## config.mk

```make
export PLATFORM = sky130hd
export DESIGN_NAME = ptimer_top
export DESIGN_NICKNAME = d
export VERILOG_FILES = /design/src/rtl/ptimer_pkg.sv /design/src/rtl/ptimer_prescaler.sv /design/src/rtl/ptimer_counter.sv /design/src/rtl/ptimer_channel.sv /design/src/rtl/ptimer_status.sv /design/src/rtl/ptimer_top.sv
export SDC_FILE = /design/constraint.sdc
export NUM_CORES = 1
export LEC_CHECK = 0
export BUFFER_PORTS_ARGS = -buffer_cell sky130_fd_sc_hd__buf_4
export CORE_MARGIN = 2
export CORE_UTILIZATION = 35
export CTS_BUF_LIST = sky130_fd_sc_hd__clkbuf_8 sky130_fd_sc_hd__clkbuf_16
export DETAILED_ROUTE_END_ITERATION = 12
export PLACE_DENSITY = 0.49
export SKIP_CTS_REPAIR_TIMING = 1
export SYNTH_ARGS = -nofsm -noshare
export SYNTH_HDL_FRONTEND = slang
export SYNTH_SLANG_ARGS = --single-unit
```

## constraint.sdc

```tcl
create_clock -name clk -period 2.4 [get_ports clk]
set_input_delay 0.48 -clock clk [delete_from_list [all_inputs] [get_ports clk]]
set_output_delay 0.48 -clock clk [all_outputs]
set_load 0.005 [all_outputs]
```

## src/rtl/ptimer_pkg.sv

```systemverilog
package ptimer_pkg;

  localparam int CTRL_EN_BIT   = 30;
  localparam int CTRL_IE_BIT   = 29;
  localparam int CTRL_MODE_LSB = 27;

  typedef enum logic [1:0] {
    MODE_ONESHOT  = 2'b00,
    MODE_PERIODIC = 2'b01,
    MODE_ALT2     = 2'b10,
    MODE_ALT3     = 2'b11
  } tmr_mode_e;

  typedef struct packed {
    logic      en;
    logic      ie;
    tmr_mode_e mode;
  } ctrl_t;

endpackage

```

## src/rtl/ptimer_prescaler.sv

```systemverilog
module ptimer_prescaler #(
  parameter int PS_W = 8
) (
  input  logic            clk,
  input  logic            rst_n,
  input  logic            run,
  input  logic            restart,
  input  logic [PS_W-1:0] div,
  output logic            tick
);

  logic [PS_W-1:0] ps_q;
  logic [PS_W-1:0] ps_d;
  logic            ps_ce;

  // A tick ends a span of div+1 clocks; >= guards against a divide value lowered mid-span
  assign tick = run && !restart && (ps_q >= div);

  always_comb begin
    ps_ce = restart | run;
    if (restart || tick) ps_d = '0;
    else                 ps_d = ps_q + PS_W'(1);
  end

  always_ff @(posedge clk or negedge rst_n) begin
    if (!rst_n)     ps_q <= '0;
    else if (ps_ce) ps_q <= ps_d;
  end

  p_restart_clears_r4: assert property (@(posedge clk) disable iff (!rst_n)
    restart |=> (ps_q == '0));

endmodule

```

## src/rtl/ptimer_counter.sv

```systemverilog
module ptimer_counter #(
  parameter int CNT_W = 24
) (
  input  logic             clk,
  input  logic             rst_n,
  input  logic             tick,
  input  logic             load,
  input  logic             periodic,
  input  logic [CNT_W-1:0] cmp,
  output logic [CNT_W-1:0] cnt,
  output logic             expire
);

  logic [CNT_W-1:0] cnt_q;
  logic [CNT_W-1:0] cnt_d;
  logic             cnt_ce;

  assign expire = tick && (cnt_q == '0);
  assign cnt    = cnt_q;

  always_comb begin
    cnt_ce = load | tick;
    if (load)        cnt_d = cmp;
    else if (expire) cnt_d = periodic ? cmp : '0;
    else if (tick)   cnt_d = cnt_q - CNT_W'(1);
    else             cnt_d = cnt_q;
  end

  always_ff @(posedge clk or negedge rst_n) begin
    if (!rst_n)      cnt_q <= '0;
    else if (cnt_ce) cnt_q <= cnt_d;
  end

  p_step_down_r4: assert property (@(posedge clk) disable iff (!rst_n)
    (tick && !load && cnt_q != '0) |=> (cnt_q == $past(cnt_q) - CNT_W'(1)));

  p_reload_r6: assert property (@(posedge clk) disable iff (!rst_n)
    (expire && periodic && !load) |=> (cnt_q == $past(cmp)));

  p_hold_r8: assert property (@(posedge clk) disable iff (!rst_n)
    (!tick && !load) |=> $stable(cnt_q));

endmodule

```

## src/rtl/ptimer_channel.sv

```systemverilog
module ptimer_channel
  import ptimer_pkg::*;
#(
  parameter int CNT_W  = 24,
  parameter int PS_W   = 8,
  parameter int DATA_W = 32
) (
  input  logic              clk,
  input  logic              rst_n,
  input  logic              wr_ctrl,
  input  logic              wr_cmp,
  input  logic [DATA_W-1:0] wdata,
  output logic [DATA_W-1:0] ctrl_rd,
  output logic [DATA_W-1:0] cmp_rd,
  output logic [DATA_W-1:0] cnt_rd,
  output logic              ie,
  output logic              expire
);

  ctrl_t            ctrl_q, ctrl_d;
  logic [PS_W-1:0]  div_q, div_d;
  logic [CNT_W-1:0] cmp_q;
  logic [CNT_W-1:0] cnt;
  logic             ctrl_ce;
  logic             start;
  logic             periodic;
  logic             tick;
  logic             unused_wdata;

  assign unused_wdata = ^wdata;
  assign periodic     = (ctrl_q.mode == MODE_PERIODIC);
  assign start        = wr_ctrl && wdata[CTRL_EN_BIT] && !ctrl_q.en;

  always_comb begin
    ctrl_d  = ctrl_q;
    div_d   = div_q;
    ctrl_ce = wr_ctrl | (expire & !periodic);
    if (wr_ctrl) begin
      ctrl_d.en   = wdata[CTRL_EN_BIT];
      ctrl_d.ie   = wdata[CTRL_IE_BIT];
      ctrl_d.mode = tmr_mode_e'(wdata[CTRL_MODE_LSB +: 2]);
      div_d       = wdata[PS_W-1:0];
    end else if (expire && !periodic) begin
      ctrl_d.en = 1'b0;
    end
  end

  always_ff @(posedge clk or negedge rst_n) begin
    if (!rst_n) begin
      ctrl_q <= '0;
      div_q  <= '0;
    end else if (ctrl_ce) begin
      ctrl_q <= ctrl_d;
      div_q  <= div_d;
    end
  end

  always_ff @(posedge clk or negedge rst_n) begin
    if (!rst_n)      cmp_q <= '0;
    else if (wr_cmp) cmp_q <= wdata[CNT_W-1:0];
  end

  ptimer_prescaler #(.PS_W(PS_W)) u_psc (
    .clk     (clk),
    .rst_n   (rst_n),
    .run     (ctrl_q.en),
    .restart (start),
    .div     (div_q),
    .tick    (tick)
  );

  ptimer_counter #(.CNT_W(CNT_W)) u_cnt (
    .clk      (clk),
    .rst_n    (rst_n),
    .tick     (tick),
    .load     (start),
    .periodic (periodic),
    .cmp      (cmp_q),
    .cnt      (cnt),
    .expire   (expire)
  );

  always_comb begin
    ctrl_rd                          = '0;
    ctrl_rd[CTRL_EN_BIT]             = ctrl_q.en;
    ctrl_rd[CTRL_IE_BIT]             = ctrl_q.ie;
    ctrl_rd[CTRL_MODE_LSB +: 2]      = ctrl_q.mode;
    ctrl_rd[PS_W-1:0]                = div_q;
  end

  assign cmp_rd = DATA_W'(cmp_q);
  assign cnt_rd = DATA_W'(cnt);
  assign ie     = ctrl_q.ie;

  p_oneshot_stop_r7: assert property (@(posedge clk) disable iff (!rst_n)
    (expire && !periodic && !wr_ctrl) |=> !ctrl_q.en);

endmodule

```

## src/rtl/ptimer_status.sv

```systemverilog
module ptimer_status #(
  parameter int NUM_CH = 2
) (
  input  logic              clk,
  input  logic              rst_n,
  input  logic [NUM_CH-1:0] set,
  input  logic [NUM_CH-1:0] clr,
  output logic [NUM_CH-1:0] flags
);

  logic [NUM_CH-1:0] flags_q;
  logic [NUM_CH-1:0] flags_d;
  logic              flags_ce;

  always_comb begin
    flags_ce = (|set) | (|clr);
    flags_d  = (flags_q & ~clr) | set;
  end

  always_ff @(posedge clk or negedge rst_n) begin
    if (!rst_n)        flags_q <= '0;
    else if (flags_ce) flags_q <= flags_d;
  end

  assign flags = flags_q;

  p_set_wins_r9: assert property (@(posedge clk) disable iff (!rst_n)
    (|set) |=> ((flags_q & $past(set)) == $past(set)));

  generate
    for (genvar i = 0; i < NUM_CH; i++) begin : g_chk
      p_w1c_r9: assert property (@(posedge clk) disable iff (!rst_n)
        (clr[i] && !set[i]) |=> !flags_q[i]);
    end
  endgenerate

endmodule

```

## src/rtl/ptimer_top.sv

```systemverilog
module ptimer_top #(
  parameter int NUM_CH = 2,
  parameter int CNT_W  = 24,
  parameter int PS_W   = 8,
  parameter int DATA_W = 32,
  parameter int ADDR_W = 4
) (
  input  logic              clk,
  input  logic              rst_n,
  input  logic              bus_wr,
  input  logic              bus_rd,
  input  logic [ADDR_W-1:0] bus_addr,
  input  logic [DATA_W-1:0] bus_wdata,
  output logic [DATA_W-1:0] bus_rdata,
  output logic [NUM_CH-1:0] chan_irq,
  output logic              irq_any
);

  localparam int REGS_PER_CH = 4;
  localparam int STAT_ADDR   = NUM_CH * REGS_PER_CH;

  logic [DATA_W-1:0] ctrl_rd [NUM_CH];
  logic [DATA_W-1:0] cmp_rd  [NUM_CH];
  logic [DATA_W-1:0] cnt_rd  [NUM_CH];
  logic [NUM_CH-1:0] ie_vec;
  logic [NUM_CH-1:0] expire_vec;
  logic [NUM_CH-1:0] stat_clr;
  logic [NUM_CH-1:0] flags;
  logic [DATA_W-1:0] rdata_q;
  logic [DATA_W-1:0] rdata_d;
  logic              stat_sel;

  assign stat_sel = (bus_addr == ADDR_W'(STAT_ADDR));

  generate
    for (genvar g = 0; g < NUM_CH; g++) begin : g_ch
      logic wr_ctrl_g;
      logic wr_cmp_g;
      assign wr_ctrl_g = bus_wr && (bus_addr == ADDR_W'(g * REGS_PER_CH));
      assign wr_cmp_g  = bus_wr && (bus_addr == ADDR_W'(g * REGS_PER_CH + 1));

      ptimer_channel #(
        .CNT_W  (CNT_W),
        .PS_W   (PS_W),
        .DATA_W (DATA_W)
      ) u_chan (
        .clk     (clk),
        .rst_n   (rst_n),
        .wr_ctrl (wr_ctrl_g),
        .wr_cmp  (wr_cmp_g),
        .wdata   (bus_wdata),
        .ctrl_rd (ctrl_rd[g]),
        .cmp_rd  (cmp_rd[g]),
        .cnt_rd  (cnt_rd[g]),
        .ie      (ie_vec[g]),
        .expire  (expire_vec[g])
      );

      p_flag_on_expire_r5: assert property (@(posedge clk) disable iff (!rst_n)
        expire_vec[g] |=> flags[g]);
    end
  endgenerate

  assign stat_clr = (bus_wr && stat_sel) ? bus_wdata[NUM_CH-1:0] : '0;

  ptimer_status #(.NUM_CH(NUM_CH)) u_stat (
    .clk   (clk),
    .rst_n (rst_n),
    .set   (expire_vec),
    .clr   (stat_clr),
    .flags (flags)
  );

  always_comb begin
    rdata_d = '0;
    for (int c = 0; c < NUM_CH; c++) begin
      if (bus_addr == ADDR_W'(c * REGS_PER_CH))     rdata_d = ctrl_rd[c];
      if (bus_addr == ADDR_W'(c * REGS_PER_CH + 1)) rdata_d = cmp_rd[c];
      if (bus_addr == ADDR_W'(c * REGS_PER_CH + 2)) rdata_d = cnt_rd[c];
    end
    if (stat_sel) rdata_d = DATA_W'(flags);
  end

  always_ff @(posedge clk or negedge rst_n) begin
    if (!rst_n)      rdata_q <= '0;
    else if (bus_rd) rdata_q <= rdata_d;
  end

  assign bus_rdata = rdata_q;
  assign chan_irq  = flags & ie_vec;
  assign irq_any   = |chan_irq;

  p_rdata_hold_r11: assert property (@(posedge clk) disable iff (!rst_n)
    !bus_rd |=> $stable(bus_rdata));

endmodule

```

==> results of run 1 <==
==> registers in the layout, indices dropped and copies added (netlist names) <==
name	cells
g_ch.u_chan.cmp_q	48
g_ch.u_chan.ie	2
g_ch.u_chan.div_q	16
u_stat.flags	2
g_ch.u_chan.u_psc.ps_q	16
bus_rdata	28
g_ch.u_chan.u_cnt.cnt	48
g_ch.u_chan.ctrl_rd	6
==> kinds of logic (layout without fill, tap and decap cells) <==
group	Yosys count	in the layout	synth area share [%]
AOI/OAI and AO/OA	257	257	19.40
muxes	83	83	9.746
DFF	166	166	44.02
xor gates and xnor gates	26	26	2.493
buffers and inverters	96	250	4.269
and+or+nand+nor	324	324	17.12
adders and majority gates	22	22	2.917
other	1	4	0.03974
==> cells in the mapped netlist (3+ instances only) <==
cell type	number
a211oi_1	12
nand3_1	43
xnor2_1	8
buf_2	13
and2_1	4
mux2_2	71
buf_1	3
nand2_1	97
a22o_1	6
o21a_1	7
dfrtp_1	166
o31ai_1	5
nor3b_1	4
or4_1	3
or3_1	4
a32oi_1	3
a222oi_1	24
and3_1	14
a31oi_1	30
o21ai_0	49
o211ai_1	4
a211o_1	5
buf_4	7
a22oi_1	4
a21oi_1	43
nor4_1	7
a221o_1	24
inv_1	32
a21o_1	5
o221ai_1	5
clkbuf_1	41
nand4_1	6
xor2_1	17
nor2b_1	7
nand2b_1	8
ha_1	22
nor2_1	87
nor4b_1	4
nor3_1	13
nand3b_1	3
mux2i_1	12
o22ai_1	8
==> where the power goes <==
part           switching, mW  leakage (nW)  total (mW)  internal, mW
Clock                   1.32         0.289        2.83          1.51
Combinational           3.44          3.01        6.51          3.07
Sequential             0.916          2.08        4.44          3.53
Total                   5.68          5.38        13.8          8.11
==> routing by layer <==
layer | vias up | global-route usage [%] | part of all wire (%)
met5 | - | 0 | 0
met4 | 0 | 6.222 | 1.4
met3 | 26 | 4.067 | 5.2
met2 | 243 | 35.09 | 46
met1 | 4170 | 31.44 | 47
li1 | 3928 | - | -
==> area by class of cell <==
type | instances | area, sq um | area share, %
multi-input combinational | 716 | 5049 | 42.53
sequential | 166 | 4154 | 35.00
timing repair buffer | 186 | 1523 | 12.83
clock buffer | 18 | 439.2 | 3.700
tap | 341 | 426.7 | 3.594
clock inverter | 14 | 158.9 | 1.339
inverter | 32 | 120.1 | 1.012
==> critical path, delay by kind of cell, from the launching register on <==
family,cells,cell delay [ps]
mux,1,290
buf+inv,1,170
flops,1,410
simple gates,2,210
compound gates,3,890
fa+ha+maj,1,280
==> worst max-delay path by stage <==
stage,startpoint,endpoint,depth (start not counted)
3_5_place_dp,g_ch[0].u_chan.div_q[0]$_DFFE_PN0P_,g_ch[0].u_chan.u_cnt.cnt[18]$_DFFE_PN0P_,9
5_1_grt,g_ch[1].u_chan.u_psc.ps_q[0]$_DFFE_PN0P_,g_ch[1].u_chan.u_cnt.cnt[18]$_DFFE_PN0P_,9
6_report,g_ch[1].u_chan.div_q[0]$_DFFE_PN0P_,g_ch[1].u_chan.u_cnt.cnt[18]$_DFFE_PN0P_,8
3_3_place_gp,g_ch[0].u_chan.div_q[0]$_DFFE_PN0P_,g_ch[0].u_chan.u_cnt.cnt[18]$_DFFE_PN0P_,9
2_1_floorplan,g_ch[1].u_chan.u_psc.ps_q[0]$_DFFE_PN0P_,g_ch[1].u_chan.u_cnt.cnt[13]$_DFFE_PN0P_,9
4_1_cts,g_ch[0].u_chan.div_q[0]$_DFFE_PN0P_,g_ch[0].u_chan.u_cnt.cnt[18]$_DFFE_PN0P_,9
==> per-stage QoR <==
| step | util [%] | worst slack (ps) |
|---|---|---|
| 6_report | 44.41 | 24.07 |
| 5_1_grt | 44.41 | -100.2 |
| 4_1_cts | 43.56 | -67.19 |
| 3_5_place_dp | 41.32 | -27.32 |
| 3_3_place_gp | 41.32 | -34.19 |
| 2_1_floorplan | - | 4.550 |
==> results.md, run 1 <==
- Period utilization: 99.00%
- # port buffers: 66
- Initial core utilization: 35.31%
- Top FF cell, synth: dfrtp_1
- Critical R2R Launch: g_ch[1].u_chan.div_q[0]$_DFFE_PN0P_
- Antenna cell count: 0
- Post-Layout Cell Count: 1473
- Gr usage total: 22.27%
- Yosys warns: 0
- Area grow syn2layout: 25.79%
- Max Cap Viol: 0
- Critical path, cell by cell: ha_1, nand2b_4, a2111oi_4, o31ai_4, buf_4, nand3_2, mux2_4, a221o_1
- Fin crit period: 2376 ps
- GR Overflow Total: 0
- Number of H-tree levels: 4
- Root Driver: clkbuf_16
- Slowest stage cell, crit path: a2111oi_4
- Element type at the critical path start: flip-flop
- Routed WL per cell: 21.10 um
- CTS buffer count: 17
- Cell area after synthesis: 0.009437 sq mm
- Most frequent cells in the layout: buf_4, dfrtp_1, nand2_1
- Commonest non-fill, non-tap cell in the layout: buf_4
- Die Footprint: 0.02829 sq mm
- Total Nets Final: 1181
- Tot Pwr: 13.78 mW
- Placed cell count: 1431
- Slew @ Worst Pin: 1143 ps
- Tightest Hold Check Type: primary input to flip-flop
- R2r endpoint: g_ch[1].u_chan.u_cnt.cnt[18]$_DFFE_PN0P_
- Setup violators final: 0
- Post-synth EDFFs: 0
- Clk_skew: 22.91 ps
- Initial antenna violation count: 0
- Clock Pin Slew Worst Setup and Hold Paths: 80 ps
- Syn Area/Cell: 9.679 sq um
- Detail Route Antenna Nets: 0
- Crit path capture type: flip-flop
- CP required: 2720 ps
- Die X-Extent: 168.2 um
- Min-delay src: bus_wdata[27]
- Via count: 8367
- Power Dens Cells: 1161 mW/mm^2
- Synth Register Bits: 166
- Hold path endpoint: g_ch[0].u_chan.ctrl_rd[27]$_DFFE_PN0P_
- Synth async-reset ratio: 100.0%
- Post-route setup TNS: 0 ps
- Status: complete, no violations
- Vias in the first global route: 8068
- Largest net degree at the start of global routing: 61
- Largest cells by area after synthesis: dfrtp_1, mux2_2, nand2_1
- First-pass DRT Iterations: 8
- # IOs: 75
- Max_slew headroom: 23.38%
- Crit path kind: flip-flop to flip-flop
- Leakage power: 5.381 nW
- VDD IR max: 0.6517 mV
- Hold Path Cell Cnt: 2
- Drt total wl: 31.09 mm
- Clock sinks: 166
- CTS Buffer Depth: 2
- Final Hold Fails: 0
- Register area share after synthesis: 44.02%
- Residual DRC: 0
- Vias per cell: 5.680
- Detail Placement HPWL: 23.01 mm
- Cells on worst reg2reg path: 8
- Area leader, netlist: dfrtp_1
- First-pass GRT wire length: 48.33 mm
- CP Max Fanout: 4
- Design area: 0.01187 sq mm
- DIE HEIGHT: 168.2 um
- RSZ-0062 raised after global routing: yes
- Gpl congestion: 0.8039
- Reg2reg setup slack: 20 ps
- Rows: 60
- Unique masters post-synth: 79
- Crit path DAT: 2690 ps
- Core area: 0.02673 sq mm
- Fill cells: 2651
- DP Area: 0.01104 sq mm
- Clock latency at the later pin of the worst-skew pair: 450 ps
- Fmax: 0.4209 GHz
- Initial DRC count: 708
- Post-Syn Instances: 975
- Yosys top cell area share: 44.02%
- WHS: 267.8 ps
- Share of layout cells above drive strength 1: 29.15%
- Slowest stage delay, CP: 420 ps
- CTS tree: built
- Max-slew violation count: 0
(Power assumes the default switching activity.)
==> run 2: changes to the inputs <==
--- a/config.mk
+++ b/config.mk
@@ -5,6 +5,7 @@
 export SDC_FILE = /design/constraint.sdc
 export NUM_CORES = 1
 export LEC_CHECK = 0
+export ABC_AREA = 1
 export BUFFER_PORTS_ARGS = -buffer_cell sky130_fd_sc_hd__buf_4
 export CORE_MARGIN = 2
 export CORE_UTILIZATION = 35
==> results.md, run 2 <==
- Tightest Hold Check Type: primary input to async pin
- Clk_skew: 13.06 ps
- Largest net degree at the start of global routing: 52
- Residual DRC: 0
- Slowest stage delay, CP: 400 ps
- Leakage power: 5.686 nW
- DIE HEIGHT: 173.2 um
- Yosys warns: 0
- Final Hold Fails: 12
- Most frequent cell after synthesis: nand2_1
- Max-slew violation count: 0
- Share of layout cells above drive strength 1: 12.00%
- Rows: 61
- Status: finished with violations
- Root Driver: clkbuf_16
- Yosys top cell area share: 41.45%
- VDD IR max: 0.5675 mV
- WHS: -22.86 ps
- GR Overflow Total: 0
- Gr usage total: 22.71%
- Detail Placement HPWL: 25.03 mm
- Crit path kind: flip-flop to flip-flop
- Initial core utilization: 35.78%
- CP required: 2740 ps
- First-pass GRT wire length: 52.86 mm
- Detail Route Antenna Nets: 0
- Via count: 9440
- Initial DRC count: 810
- Commonest non-fill, non-tap cell in the layout: nand2_1
- CTS Buffer Depth: 2
- Main combinational cell family by area after synthesis: simple AND/OR/NAND/NOR gates
- Cell area after synthesis: 0.01002 sq mm
- Synth async-reset ratio: 100.0%
- Core area: 0.02801 sq mm
- Crit path DAT: 2510 ps
- Tot Pwr: 10.63 mW
- Total Nets Final: 1541
- Fill cells: 2960
- Slowest stage cell, crit path: dfrtp_1
- Setup violators final: 0
- Die Footprint: 0.03000 sq mm
- Antenna cell count: 0
- Post-synth EDFFs: 0
- Failing checks: negative hold slack
- Initial antenna violation count: 0
- Crit path top cell by count: nand2_1
- Post-route setup TNS: 0 ps
- Synth Register Bits: 166
- Synth Area in Adders: 2.747%
- Area leader, netlist: dfrtp_1
- CTS buffer count: 17
- Synth Area in XOR/XNOR: 1.661%
- Reg area: 0.004154 sq mm
- Period utilization: 90.56%
- Top FF cell, synth: dfrtp_1
- Area of the multi-input gates: 0.004945 sq mm
- Number of H-tree levels: 4
- Vias in the first global route: 9042
- Power Dens Cells: 914.5 mW/mm^2
- Clock sinks: 166
- Syn Area/Cell: 7.122 sq um
- Post-Syn Instances: 1407
- Reg2reg setup slack: 230 ps
- Clock Pin Slew Worst Setup and Hold Paths: 80 ps
- Routed WL per cell: 17.73 um
- Slew @ Worst Pin: 528.4 ps
- Post-synthesis mux area share: 0%
- Die X-Extent: 173.2 um
- Crit path capture type: flip-flop
- Compound-cell area share of the yosys netlist: 15.26%
- Fin crit period: 2173 ps
- Fmax: 0.4601 GHz
- Drt total wl: 33.15 mm
- Max Cap Viol: 0
- First-pass DRT Iterations: 5
- Element type at the critical path start: flip-flop
- Unique masters post-synth: 43
- # IOs: 75
- Simple-gate share of the synthesized area: 29.53%
- Clock latency at the later pin of the worst-skew pair: 450 ps
- CTS tree: built
- CP Max Fanout: 7
- Largest cells by area after synthesis: dfrtp_1, nand2_1, o21ai_0
- Area grow syn2layout: 16.02%
- Vias per cell: 5.048
- Gpl congestion: 0.8933
- Synth cell count leaders: nand2_1, dfrtp_1, inv_1
- Max_slew headroom: 64.69%
- Register area share after synthesis: 41.45%
- RSZ-0062 raised after global routing: no
- Critical path, cell by cell: inv_1, ha_1, nand2_1, inv_1, nor2_1, o21a_1, nand2_2, nand2_1, inv_1, o21a_1, nand2_1, nand2_1
- Most frequent cells in the layout: nand2_1, dfrtp_1, inv_1
- # port buffers: 66
-- run 2: area by class of cell --
cell class              instances  area share (%)
repair buffers                105           7.135
clock buffers                  17           3.659
inverters                     170           5.499
flip-flops and latches        166           35.73
clock inverters                15           1.378
multi-input cells            1019           42.53
well taps                     378           4.068
-- run 2: cells by family after synthesis --
| logic type | count (synthesis) |
|---|---|
| AND/OR/NAND/NOR | 698 |
| AO/OA/AOI/OAI | 276 |
| buffers and inverters | 225 |
| flip-flops | 166 |
| adder cells (fa/ha/maj) | 22 |
| XOR/XNOR | 19 |
| other | 1 |
-- run 2: through the flow --
step / utilization, % / hold WS [ps] / instance area [sq um] / setup WS (ps) / instances
floorplan: - / 184.4 / 10030 / 538.2 / 1410
global placement: 39.42 / 467.2 / 11040 / 204.2 / 1838
detailed placement: 39.42 / 469.2 / 11040 / 184.0 / 1838
CTS: 41.51 / -11.20 / 11630 / 159.4 / 1870
global route: 41.51 / 1.016 / 11630 / 55.58 / 1870
finish: 41.51 / -22.86 / 11630 / 226.5 / 1870
-- run 2: power by group --
part	switching (mW)	leakage (nW)	internal, mW
clock	1.34	0.288	1.48
sequential	0.820	2.12	3.48
combinational	2.25	3.28	1.27
total	4.41	5.69	6.23
-- run 2: final timing paths --
| path | start | endpoint | cells after the start |
|---|---|---|---|
| min in group clk | bus_wdata[28] | g_ch[0].u_chan.ctrl_rd[28]$_DFFE_PN0P_ | 3 |
| worst max register to register | g_ch[1].u_chan.div_q[7]$_DFFE_PN0P_ | g_ch[1].u_chan.u_cnt.cnt[15]$_DFFE_PN0P_ | 12 |
| max in group asynchronous | rst_n | u_stat.flags[1]$_DFFE_PN0P_ | 2 |
| worst min register to register | bus_rdata[11]$_DFFE_PN0P_ | bus_rdata[11]$_DFFE_PN0P_ | 2 |
| worst max-delay path | g_ch[1].u_chan.div_q[7]$_DFFE_PN0P_ | g_ch[1].u_chan.u_cnt.cnt[15]$_DFFE_PN0P_ | 12 |
| worst min-delay path | rst_n | g_ch[0].u_chan.u_cnt.cnt[16]$_DFFE_PN0P_ | 1 |
-- run 2: critical path, delay by kind of cell, from the launching register on --
kind,cells,cell delay (ps)
AO/OA/AOI/OAI,2,320
adder cells (fa/ha/maj),1,250
buffers and inverters,3,370
flip-flops,1,400
AND/OR/NAND/NOR,6,720
-- run 2: layer usage --
metal | routed length [um] | global-route usage (%) | up-vias
li1 | - | - | 4713
met3 | 1733 | 3.452 | 32
met1 | 15770 | 32.15 | 4415
met5 | 0 | 0 | -
met2 | 14980 | 35.98 | 280
met4 | 665 | 6.497 | 0
